===== src/rtl/spi_rb_pkg.sv =====
package spi_rb_pkg;
  localparam int DATA_W     = 16;
  localparam int ADDR_W     = 5;
  localparam int NREG       = 1 << ADDR_W;
  localparam int CMD_W      = 16;
  localparam int FRAME_BITS = CMD_W + DATA_W;
  localparam int SYNC_W     = 4;
  localparam int RSVD_W     = CMD_W - SYNC_W - 2 - ADDR_W;
  localparam int CNT_W      = $clog2(FRAME_BITS + 1);
  localparam logic [SYNC_W-1:0] SYNC_PAT = 4'b1010;

  typedef struct packed {
    logic [SYNC_W-1:0] sync;
    logic              rd;
    logic              wr;
    logic [RSVD_W-1:0] rsvd;
    logic [ADDR_W-1:0] addr;
  } cmd_t;
endpackage


===== src/rtl/spi_rb_sync.sv =====
module spi_rb_sync #(
  parameter int          N       = 3,
  parameter int          STAGES  = 2,
  parameter logic [N-1:0] RST_VAL = '0
) (
  input  logic         clk,
  input  logic         rst_n,
  input  logic [N-1:0] d_i,
  output logic [N-1:0] q_o
);
  logic [N-1:0] stage_q [STAGES];

  genvar s;
  generate
    for (s = 0; s < STAGES; s++) begin : g_stage
      logic [N-1:0] src;
      if (s == 0) begin : g_first
        assign src = d_i;
      end else begin : g_next
        assign src = stage_q[s-1];
      end
      always_ff @(posedge clk or negedge rst_n) begin
        if (!rst_n) stage_q[s] <= RST_VAL;
        else        stage_q[s] <= src;
      end
    end
  endgenerate

  assign q_o = stage_q[STAGES-1];
endmodule


===== src/rtl/spi_rb_bank.sv =====
module spi_rb_bank
  import spi_rb_pkg::*;
(
  input  logic              clk,
  input  logic              rst_n,
  input  logic              we_i,
  input  logic [ADDR_W-1:0] waddr_i,
  input  logic [DATA_W-1:0] wdata_i,
  input  logic [ADDR_W-1:0] raddr_i,
  output logic [DATA_W-1:0] rdata_o
);
  logic [DATA_W-1:0] mem_w [NREG];

  genvar g;
  generate
    for (g = 0; g < NREG; g++) begin : g_reg
      logic              en;
      logic [DATA_W-1:0] val_q;
      assign en = we_i && (waddr_i == ADDR_W'(g));
      always_ff @(posedge clk or negedge rst_n) begin
        if (!rst_n)  val_q <= '0;
        else if (en) val_q <= wdata_i;
      end
      assign mem_w[g] = val_q;
    end
  endgenerate

  assign rdata_o = mem_w[raddr_i];

  AST_WRITE_LANDS: assert property (@(posedge clk) disable iff (!rst_n)
    we_i |=> mem_w[$past(waddr_i)] == $past(wdata_i));
endmodule


===== src/rtl/spi_rb_frame.sv =====
module spi_rb_frame
  import spi_rb_pkg::*;
(
  input  logic              clk,
  input  logic              rst_n,
  input  logic              cs_active_i,
  input  logic              sclk_rise_i,
  input  logic              sclk_fall_i,
  input  logic              mosi_i,
  input  logic [DATA_W-1:0] rd_data_i,
  output logic [ADDR_W-1:0] rd_addr_o,
  output logic              wr_en_o,
  output logic [ADDR_W-1:0] wr_addr_o,
  output logic [DATA_W-1:0] wr_data_o,
  output logic              miso_o
);
  logic [CNT_W-1:0]  cnt_q, cnt_n;
  logic [DATA_W-2:0] rx_q, rx_n;
  logic              rd_ok_q, rd_ok_n;
  logic              wr_ok_q, wr_ok_n;
  logic [ADDR_W-1:0] addr_q, addr_n;
  logic              load_q, load_n;
  logic [DATA_W-1:0] tx_q, tx_n;
  logic              dv_q, dv_n;
  logic              wr_en;

  logic [DATA_W-1:0] rx_shift;
  cmd_t              cmd_in;
  logic              sync_hit;
  logic              frame_full;
  logic              unused_rsvd;

  assign rx_shift    = {rx_q, mosi_i};
  assign cmd_in      = cmd_t'(rx_shift);
  assign sync_hit    = (cmd_in.sync == SYNC_PAT);
  assign frame_full  = (cnt_q == CNT_W'(FRAME_BITS));
  assign unused_rsvd = ^cmd_in.rsvd;

  always_comb begin
    cnt_n   = cnt_q;
    rx_n    = rx_q;
    rd_ok_n = rd_ok_q;
    wr_ok_n = wr_ok_q;
    addr_n  = addr_q;
    load_n  = 1'b0;
    tx_n    = tx_q;
    dv_n    = dv_q;
    wr_en   = 1'b0;
    if (!cs_active_i) begin
      cnt_n   = '0;
      rd_ok_n = 1'b0;
      wr_ok_n = 1'b0;
      dv_n    = 1'b0;
      tx_n    = '0;
    end else begin
      if (sclk_rise_i && !frame_full) begin
        cnt_n = cnt_q + 1'b1;
        rx_n  = rx_shift[DATA_W-2:0];
        if (cnt_q == CNT_W'(CMD_W - 1)) begin
          rd_ok_n = cmd_in.rd && sync_hit;
          wr_ok_n = cmd_in.wr && sync_hit;
          addr_n  = cmd_in.addr;
          load_n  = 1'b1;
        end
        if (cnt_q == CNT_W'(FRAME_BITS - 1)) wr_en = wr_ok_q;
      end
      if (load_q) tx_n = rd_ok_q ? rd_data_i : '0;
      if (sclk_fall_i) begin
        if (cnt_q == CNT_W'(CMD_W))                 dv_n = rd_ok_q;
        else if (dv_q && (cnt_q > CNT_W'(CMD_W)))  tx_n = {tx_q[DATA_W-2:0], 1'b0};
      end
    end
  end

  always_ff @(posedge clk or negedge rst_n) begin
    if (!rst_n) begin
      cnt_q   <= '0;
      rx_q    <= '0;
      rd_ok_q <= 1'b0;
      wr_ok_q <= 1'b0;
      addr_q  <= '0;
      load_q  <= 1'b0;
      tx_q    <= '0;
      dv_q    <= 1'b0;
    end else begin
      cnt_q   <= cnt_n;
      rx_q    <= rx_n;
      rd_ok_q <= rd_ok_n;
      wr_ok_q <= wr_ok_n;
      addr_q  <= addr_n;
      load_q  <= load_n;
      tx_q    <= tx_n;
      dv_q    <= dv_n;
    end
  end

  assign rd_addr_o = addr_q;
  assign wr_addr_o = addr_q;
  assign wr_data_o = rx_shift;
  assign wr_en_o   = wr_en;
  assign miso_o    = dv_q & tx_q[DATA_W-1];

  AST_CNT_CLEARED_IDLE: assert property (@(posedge clk) disable iff (!rst_n)
    !cs_active_i |=> cnt_q == '0);
  AST_CMD_PHASE_QUIET: assert property (@(posedge clk) disable iff (!rst_n)
    (cnt_q < CNT_W'(CMD_W)) |-> !miso_o);
  AST_MISO_HOLDS: assert property (@(posedge clk) disable iff (!rst_n)
    (dv_q && cs_active_i && !sclk_fall_i) |=> $stable(miso_o));
endmodule


===== src/rtl/spi_regbank_slave.sv =====
module spi_regbank_slave
  import spi_rb_pkg::*;
#(
  parameter int SYNC_STAGES = 2
) (
  input  logic clk,
  input  logic rst_n,
  input  logic sclk_i,
  input  logic mosi_i,
  input  logic csn_i,
  output logic miso_o,
  output logic miso_oe_o
);
  logic [1:0] rst_sync_q;
  logic       rst_int_n;

  always_ff @(posedge clk or negedge rst_n) begin
    if (!rst_n) rst_sync_q <= 2'b00;
    else        rst_sync_q <= {rst_sync_q[0], 1'b1};
  end
  assign rst_int_n = rst_sync_q[1];

  logic [2:0] pins_s;
  logic       sclk_s, mosi_s, csn_s;

  spi_rb_sync #(.N(3), .STAGES(SYNC_STAGES), .RST_VAL(3'b100)) u_sync (
    .clk   (clk),
    .rst_n (rst_int_n),
    .d_i   ({csn_i, mosi_i, sclk_i}),
    .q_o   (pins_s)
  );
  assign {csn_s, mosi_s, sclk_s} = pins_s;

  logic sclk_d_q, sclk_d_n;
  logic sclk_rise, sclk_fall, cs_active;

  assign sclk_d_n  = sclk_s;
  always_ff @(posedge clk or negedge rst_int_n) begin
    if (!rst_int_n) sclk_d_q <= 1'b0;
    else            sclk_d_q <= sclk_d_n;
  end
  assign cs_active = !csn_s;
  assign sclk_rise = cs_active &&  sclk_s && !sclk_d_q;
  assign sclk_fall = cs_active && !sclk_s &&  sclk_d_q;

  logic [ADDR_W-1:0] rd_addr, wr_addr;
  logic [DATA_W-1:0] rd_data, wr_data;
  logic              wr_en, miso_bit;

  spi_rb_frame u_frame (
    .clk         (clk),
    .rst_n       (rst_int_n),
    .cs_active_i (cs_active),
    .sclk_rise_i (sclk_rise),
    .sclk_fall_i (sclk_fall),
    .mosi_i      (mosi_s),
    .rd_data_i   (rd_data),
    .rd_addr_o   (rd_addr),
    .wr_en_o     (wr_en),
    .wr_addr_o   (wr_addr),
    .wr_data_o   (wr_data),
    .miso_o      (miso_bit)
  );

  spi_rb_bank u_bank (
    .clk     (clk),
    .rst_n   (rst_int_n),
    .we_i    (wr_en),
    .waddr_i (wr_addr),
    .wdata_i (wr_data),
    .raddr_i (rd_addr),
    .rdata_o (rd_data)
  );

  assign miso_o    = cs_active & miso_bit;
  assign miso_oe_o = cs_active;

  AST_IDLE_MISO_LOW: assert property (@(posedge clk) disable iff (!rst_int_n)
    !miso_oe_o |-> !miso_o);
  AST_NO_WRITE_UNSELECTED: assert property (@(posedge clk) disable iff (!rst_int_n)
    csn_s |-> !wr_en);
endmodule


===== config.mk =====
export PLATFORM = sky130hd
export DESIGN_NAME = spi_regbank_slave
export DESIGN_NICKNAME = d
export VERILOG_FILES = /design/src/rtl/spi_rb_pkg.sv /design/src/rtl/spi_rb_sync.sv /design/src/rtl/spi_rb_bank.sv /design/src/rtl/spi_rb_frame.sv /design/src/rtl/spi_regbank_slave.sv
export SDC_FILE = /design/constraint.sdc
export NUM_CORES = 1
export LEC_CHECK = 0
export BUFFER_PORTS_ARGS = -buffer_cell sky130_fd_sc_hd__buf_2
export CAP_MARGIN = 20
export CORE_MARGIN = 2
export CORE_UTILIZATION = 45
export CTS_CLUSTER_DIAMETER = 80
export DETAILED_ROUTE_END_ITERATION = 7
export GPL_ROUTABILITY_DRIVEN = 1
export PLACE_DENSITY = 0.7
export SKIP_LAST_GASP = 1
export SLEW_MARGIN = 20
export SYNTH_ARGS = -nofsm -noshare
export SYNTH_HDL_FRONTEND = slang
export SYNTH_SLANG_ARGS = --single-unit

===== constraint.sdc =====
create_clock -name clk -period 36.6 [get_ports clk]
set_clock_uncertainty 0.1 [all_clocks]
set_input_delay 7.32 -clock clk [delete_from_list [all_inputs] [get_ports clk]]
set_output_delay 7.32 -clock clk [all_outputs]
set_load 0.01 [all_outputs]

; Word-level counts from Yosys, hierarchy flattened
; Cells that the tools add are included.
; W data, S select, Z words.
[word_totals]
ff_bits = 567
inputBits = 5
output_inout_bits = 2
word_cells = 166
[classes]
n_addsub = 1
n_lt_le_gt_ge = 2
eq_ne = 36
n_mux = 26
n_bitwise = 4
n_reduce_logical = 53
[ops]
columns = cell, count
row1 = $mux W16, 8
row2 = $bmux W16 S5, 1
row3 = $eq A5 B5 Y1 const B, 16
row4 = $eq A5 B4 Y1 const B, 8
row5 = $logic_and A1 B1 Y1, 40
row6 = $eq A5 B3 Y1 const B, 4
row7 = $mux W1, 15
row8 = $eq A6 B5 Y1 const B, 2
row9 = $mux W6, 2
row10 = $eq A5 B2 Y1 const B, 2
row11 = $reduce_bool A2 Y1, 4
row12 = $add A6 B1 Y6 const B, 1
row13 = $eq A6 B4 Y1 const B, 1
row14 = $eq A6 B6 Y1 const B, 1
row15 = $ge A6 B6 Y1 const B, 1
row16 = $gt A6 B5 Y1 const B, 1
row17 = $not A5 Y6, 1
row18 = $reduce_and A2 Y1, 3
row19 = $eq A5 B1 Y1 const B, 1
row20 = $logic_not A5 Y1, 1
row21 = $eq A4 B4 Y1 const B, 1
row22 = $logic_not A1 Y1, 4
row23 = $reduce_and A3 Y1, 1
row24 = $and A1 B1 Y1, 2
row25 = $not A1 Y1, 1

; Logic depth before layout (Yosys ltp)
[logic_depth]
ltp_word = 10
depth_mapped = 9
ltp_nobuf = 7

; Hierarchy
; From an unflattened synthesis, not the netlist that was laid out.
[hier_totals]
cells_unflattened = 1943
area_unflattened_um2 = 26422.8
[by_module_without_submodules]
columns = mod, n_inst, cells_per_inst, area_per_inst_um2, seq_area_each_um2
row1 = spi_rb_bank, 1, 1731, 23844.1, 12812.3
row2 = spi_rb_frame, 1, 198, 2312.2, 1151.1
row3 = spi_rb_sync, 1, 6, 152.6, 152.6
row4 = spi_regbank_slave, 1, 8, 113.9, 75.1

; Worst setup path before layout
; No wires, ideal clock.
[synth_timing]
path_kind = register to output
startpoint = register u_sync.stage_q, in the netlist u_sync.q_o[2]
endpoint = output miso_o
t_arrival_ns = 0.892
required_time_ns = 29.180
setup_slack_ns = 28.288
path_stages_with_launch = 4
path_buffers = 1
path_cell_list = dfstp_2 > buf_6 > inv_1 > and3_1
[synth_via]
elab_chain_len = 2
[synth_lines]
columns = element, line_no
row1 = "start, declared", spi_rb_sync.sv:11  ; logic [N-1:0] stage_q [STAGES];
row2 = "start signal, assigned by index", spi_rb_sync.sv:24  ; else stage_q[s] <= src;
row3 = $logic_not A1 Y1, spi_regbank_slave.sv:42  ; assign cs_active = !csn_s;
row4 = via miso_oe_o, spi_regbank_slave.sv:12  ; output logic miso_oe_o
row5 = $and A1 B1 Y1, spi_regbank_slave.sv:75  ; assign miso_o = cs_active & miso_bit;
row6 = "end, declared", spi_regbank_slave.sv:11  ; output logic miso_o,
; The timed path passes the listed nets, and every way through them passes these cells.

; Worst setup path after layout
[layout_timing]
startpoint = register u_sync.stage_q, in the netlist u_sync.q_o[2]
endpoint = output miso_o
[layout_via]
elab_chain_len = 2
[layout_lines]
columns = element, line_no
row1 = $logic_not A1 Y1, spi_regbank_slave.sv:42
row2 = $and A1 B1 Y1, spi_regbank_slave.sv:75
; Every way passes these cells.

==> results by group <==
Timing
  • Crit share post-route: 0.257
  • Unrepaired setup endpoints after global routing: no
  • Tightest Pin Transition: 1.13 ns
  • Max-slew violations: 0
  • Rel. slew slack: 0.246
  • Final Hold Viols: 0
  • Setup TNS: 0 ns
  • Fmax: 106 MHz
  • Hold Slack: 0.246 ns
  • Fin crit period: 9.42 ns
  • Count of final setup violators: 0

Global route
  • Maximum number of pins on one net before global-route repair: 189
  • Grt ovf: 0
  • Initial antenna violation count: 1
  • Gr usage total: 0.209
  • Vias in the first global route: roughly 16000
  • First-pass GRT wire length: 96000 um

Status
  • Status: complete, no violations

Die
  • Die W: 244 um
  • Row Count: 88
  • Top-Level Pins: 7
  • Starting density of the core: 0.452
  • Vert. Die Dim: 244 um
  • DIE AREA: between 0.05 and 0.06 mm2
  • Placeable Area: around 0.057 mm2

Setup path
  • Worst path max stage delay: 0.88 ns
  • Crit. End Element: primary output
  • Signal arrival time at the worst endpoint: 2.00 ns
  • Worst path top cell family by delay: flip-flops
  • CP Data Required Time: 29.18 ns
  • WP buf/inv: 2
  • Critical path, cell by cell: inv_1 > and3_1 > buf_2
  • Worst-path maximum fanout: 27
  • Crit Path Class: reg2out
  • CP max stage cell: dfstp_2
  • Startpoint Class: register

Place
  • Post-DP HPWL: 36300 um
  • Final GP Congestion: 0.861
  • Input/output buffers: 6

Finish
  • Area growth from synthesis to layout: 10.7%
  • Core Util, Final: 0.501
  • # nets final: 1750
  • Diode count: 0
  • Multi-input logic area: 0.0109 mm2
  • Sequential cell area: 0.0142 mm2
  • Fillers: 4744
  • Layout cells sized above 1: 0.453

Synth
  • Seq cells post-synth: 567
  • Post-Syn Area: 0.0259 mm2
  • FFs w/ async S/R, synth: 1.00
  • Post-Synth Adder-Cell Area: 0.000964
  • Sequential fraction of the synthesis area: 0.547
  • Synthesis Warnings: 0
  • Top cells by area, synth: dfrtp_1 (54%), mux2_2 (23%), mux4_2 (6.5%)
  • Multiplexer area fraction after synthesis: 0.341
  • Number of enable flip-flop cells after synthesis: 0
  • Simple-gate share of the synthesized area: 0.0405
  • Compound-Gate Fraction of Synth Area: 0.0369
  • Top cells by count, synth: dfrtp_1 (565), mux2_2 (530), mux2i_1 (119)
  • Syn nets: 1781
  • Yosys cell types: 60
  • Synth top area share: 0.545
  • Most used DFF post-synth: dfrtp_1
  • Most frequent cell after synthesis: dfrtp_1
  • Largest family of logic cells by synthesized area: multiplexers
  • Synth area leader: dfrtp_1
  • Synth Area per Inst: 14.6 um2
  • Xor/xnor share of the synthesized area: 0.00135
  • Post-Syn Instances: ~1800

CTS
  • Setup Buffers After CTS: 0
  • Max Root-Sink Buffers: 3
  • Hold_buf cts: 0
  • Worst-path clk slew: ~0.060 ns
  • CTS Buf Count: 60
  • H-tree levels: 2
  • Post_cts resized: 0
  • Clock root cell: clkbuf_16
  • CTS tree: built
  • Clk_lat worst skew: 0.63 ns
  • Clock Sink Count: around 570

Worst hold path
  • HP Class: reg2reg

Power and ir drop
  • Worst VDD drop: 0.0366 mV
  • Total Power: 1.34 mW
  • P_leak: 13.2 nW
  • Pwr/cell area: 46.8 mW/mm2

Drt
  • Routed WL: 60900 um
  • Routed Antenna Nets: 0
  • Routed len/inst: roughly 24 um
  • DRC viols: 0
  • Vias: 14989
  • DR pass1 iterations: 5
  • Initial DRC count: about 1100
  • DR vias/cell: 5.86

Flow run
  • Max_cap viols: 0
-- power breakdown --
group          switching (mW)  internal [mW]
Combinational          0.0434         0.0108
Clock                   0.250          0.382
Sequential             0.0257          0.632
Total                   0.319           1.02
-- final timing paths --
kind                                           start                  endpoint  slack, ns  depth (start not counted)
worst max-delay path                   u_sync.q_o[2]                    miso_o      27.18                          3
worst min-delay path                   rst_sync_q[0]             rst_sync_q[1]       0.25                          0
worst max register to register  u_frame.rd_addr_o[0]           u_frame.tx_q[2]      31.86                          7
worst min register to register         rst_sync_q[0]             rst_sync_q[1]       0.25                          0
max in group asynchronous                      rst_n             rst_sync_q[1]      29.91                          1
min in group asynchronous              rst_sync_q[1]  u_bank.g_reg[5].val_q[6]       0.34                          0
-- per-stage QoR --
step / instances / setup WS [ns] / area (um2)
finish: 2559 / 27.18 / 28700
CTS: 2558 / 27.14 / 28700
global route: 2559 / 27.06 / 28700
floorplan: 1774 / 19.53 / 25900
detailed placement: 2445 / 27.82 / 26600
global placement: 2443 / 27.86 / 26600
-- cell families after synthesis --
kind of cell	count (synthesis)
other	1
AND/OR/NAND/NOR	175
XOR/XNOR	4
adder cells (fa/ha/maj)	2
flip-flops	567
AO/OA/AOI/OAI	132
multiplexers	724
buffers and inverters	169
-- cell type report --
type	instances	area share
flip-flops and latches	567	0.494
multi-input cells	1038	0.380
well taps	765	0.0333
inverters	18	0.00235
repair buffers	58	0.0164
clock buffers	93	0.0643
clock inverters	20	0.00866
-- routing by layer --
metal  up-vias  GRT usage  wire length [um]  part of all wire
li1       6467          -                 -                 -
met1      8057      0.296             27400              0.45
met2       354      0.324             28200              0.46
met3       109     0.0435              3360             0.055
met4         2     0.0703              1890             0.031
met5         -          0                18           0.00030
-- layout by cell type, fill, tap and decap left out, drive strengths merged, types with 3 or more instances in the layout --
master and instances:
a21oi 31, and2 3, bufinv 5, o32ai 15, a221o 11, and3 4
a311oi 4, nor3 6, mux2 530, nor4b 6, clkbuf 93, nand4 4
xor2 3, a2111oi 15, a22oi 4, mux2i 119, nor2 33, o31a 3
nand2 65, dfrtp 565, mux4 75, o21ai 5, o221ai 8, buf 58
o22ai 23, nor2b 22, a211oi 8, nand3 16, inv 19, clkinv 14
-- flip-flops by register name, summed over array words and instances, names as in the netlist, 2 cells and up --
register            flops
rst_sync_q              2
u_bank.g.val_q        512
u_frame.cnt_q           6
u_frame.rd_addr_o       5
u_frame.rx_q           15
u_frame.tx_q           16
u_sync.g_stage.src      3
u_sync.q_o              3
-- worst reg2reg max path, stage by stage, from the launching register on --
cell and delay, ns:
dfrtp_4 1.09, buf_4 0.79, buf_4 0.69, mux4_2 0.60
nand2_1 0.09, a21oi_1 0.13, a2111oi_0 0.92, o32ai_1 0.18
Power figures use the tool's default switching activity.
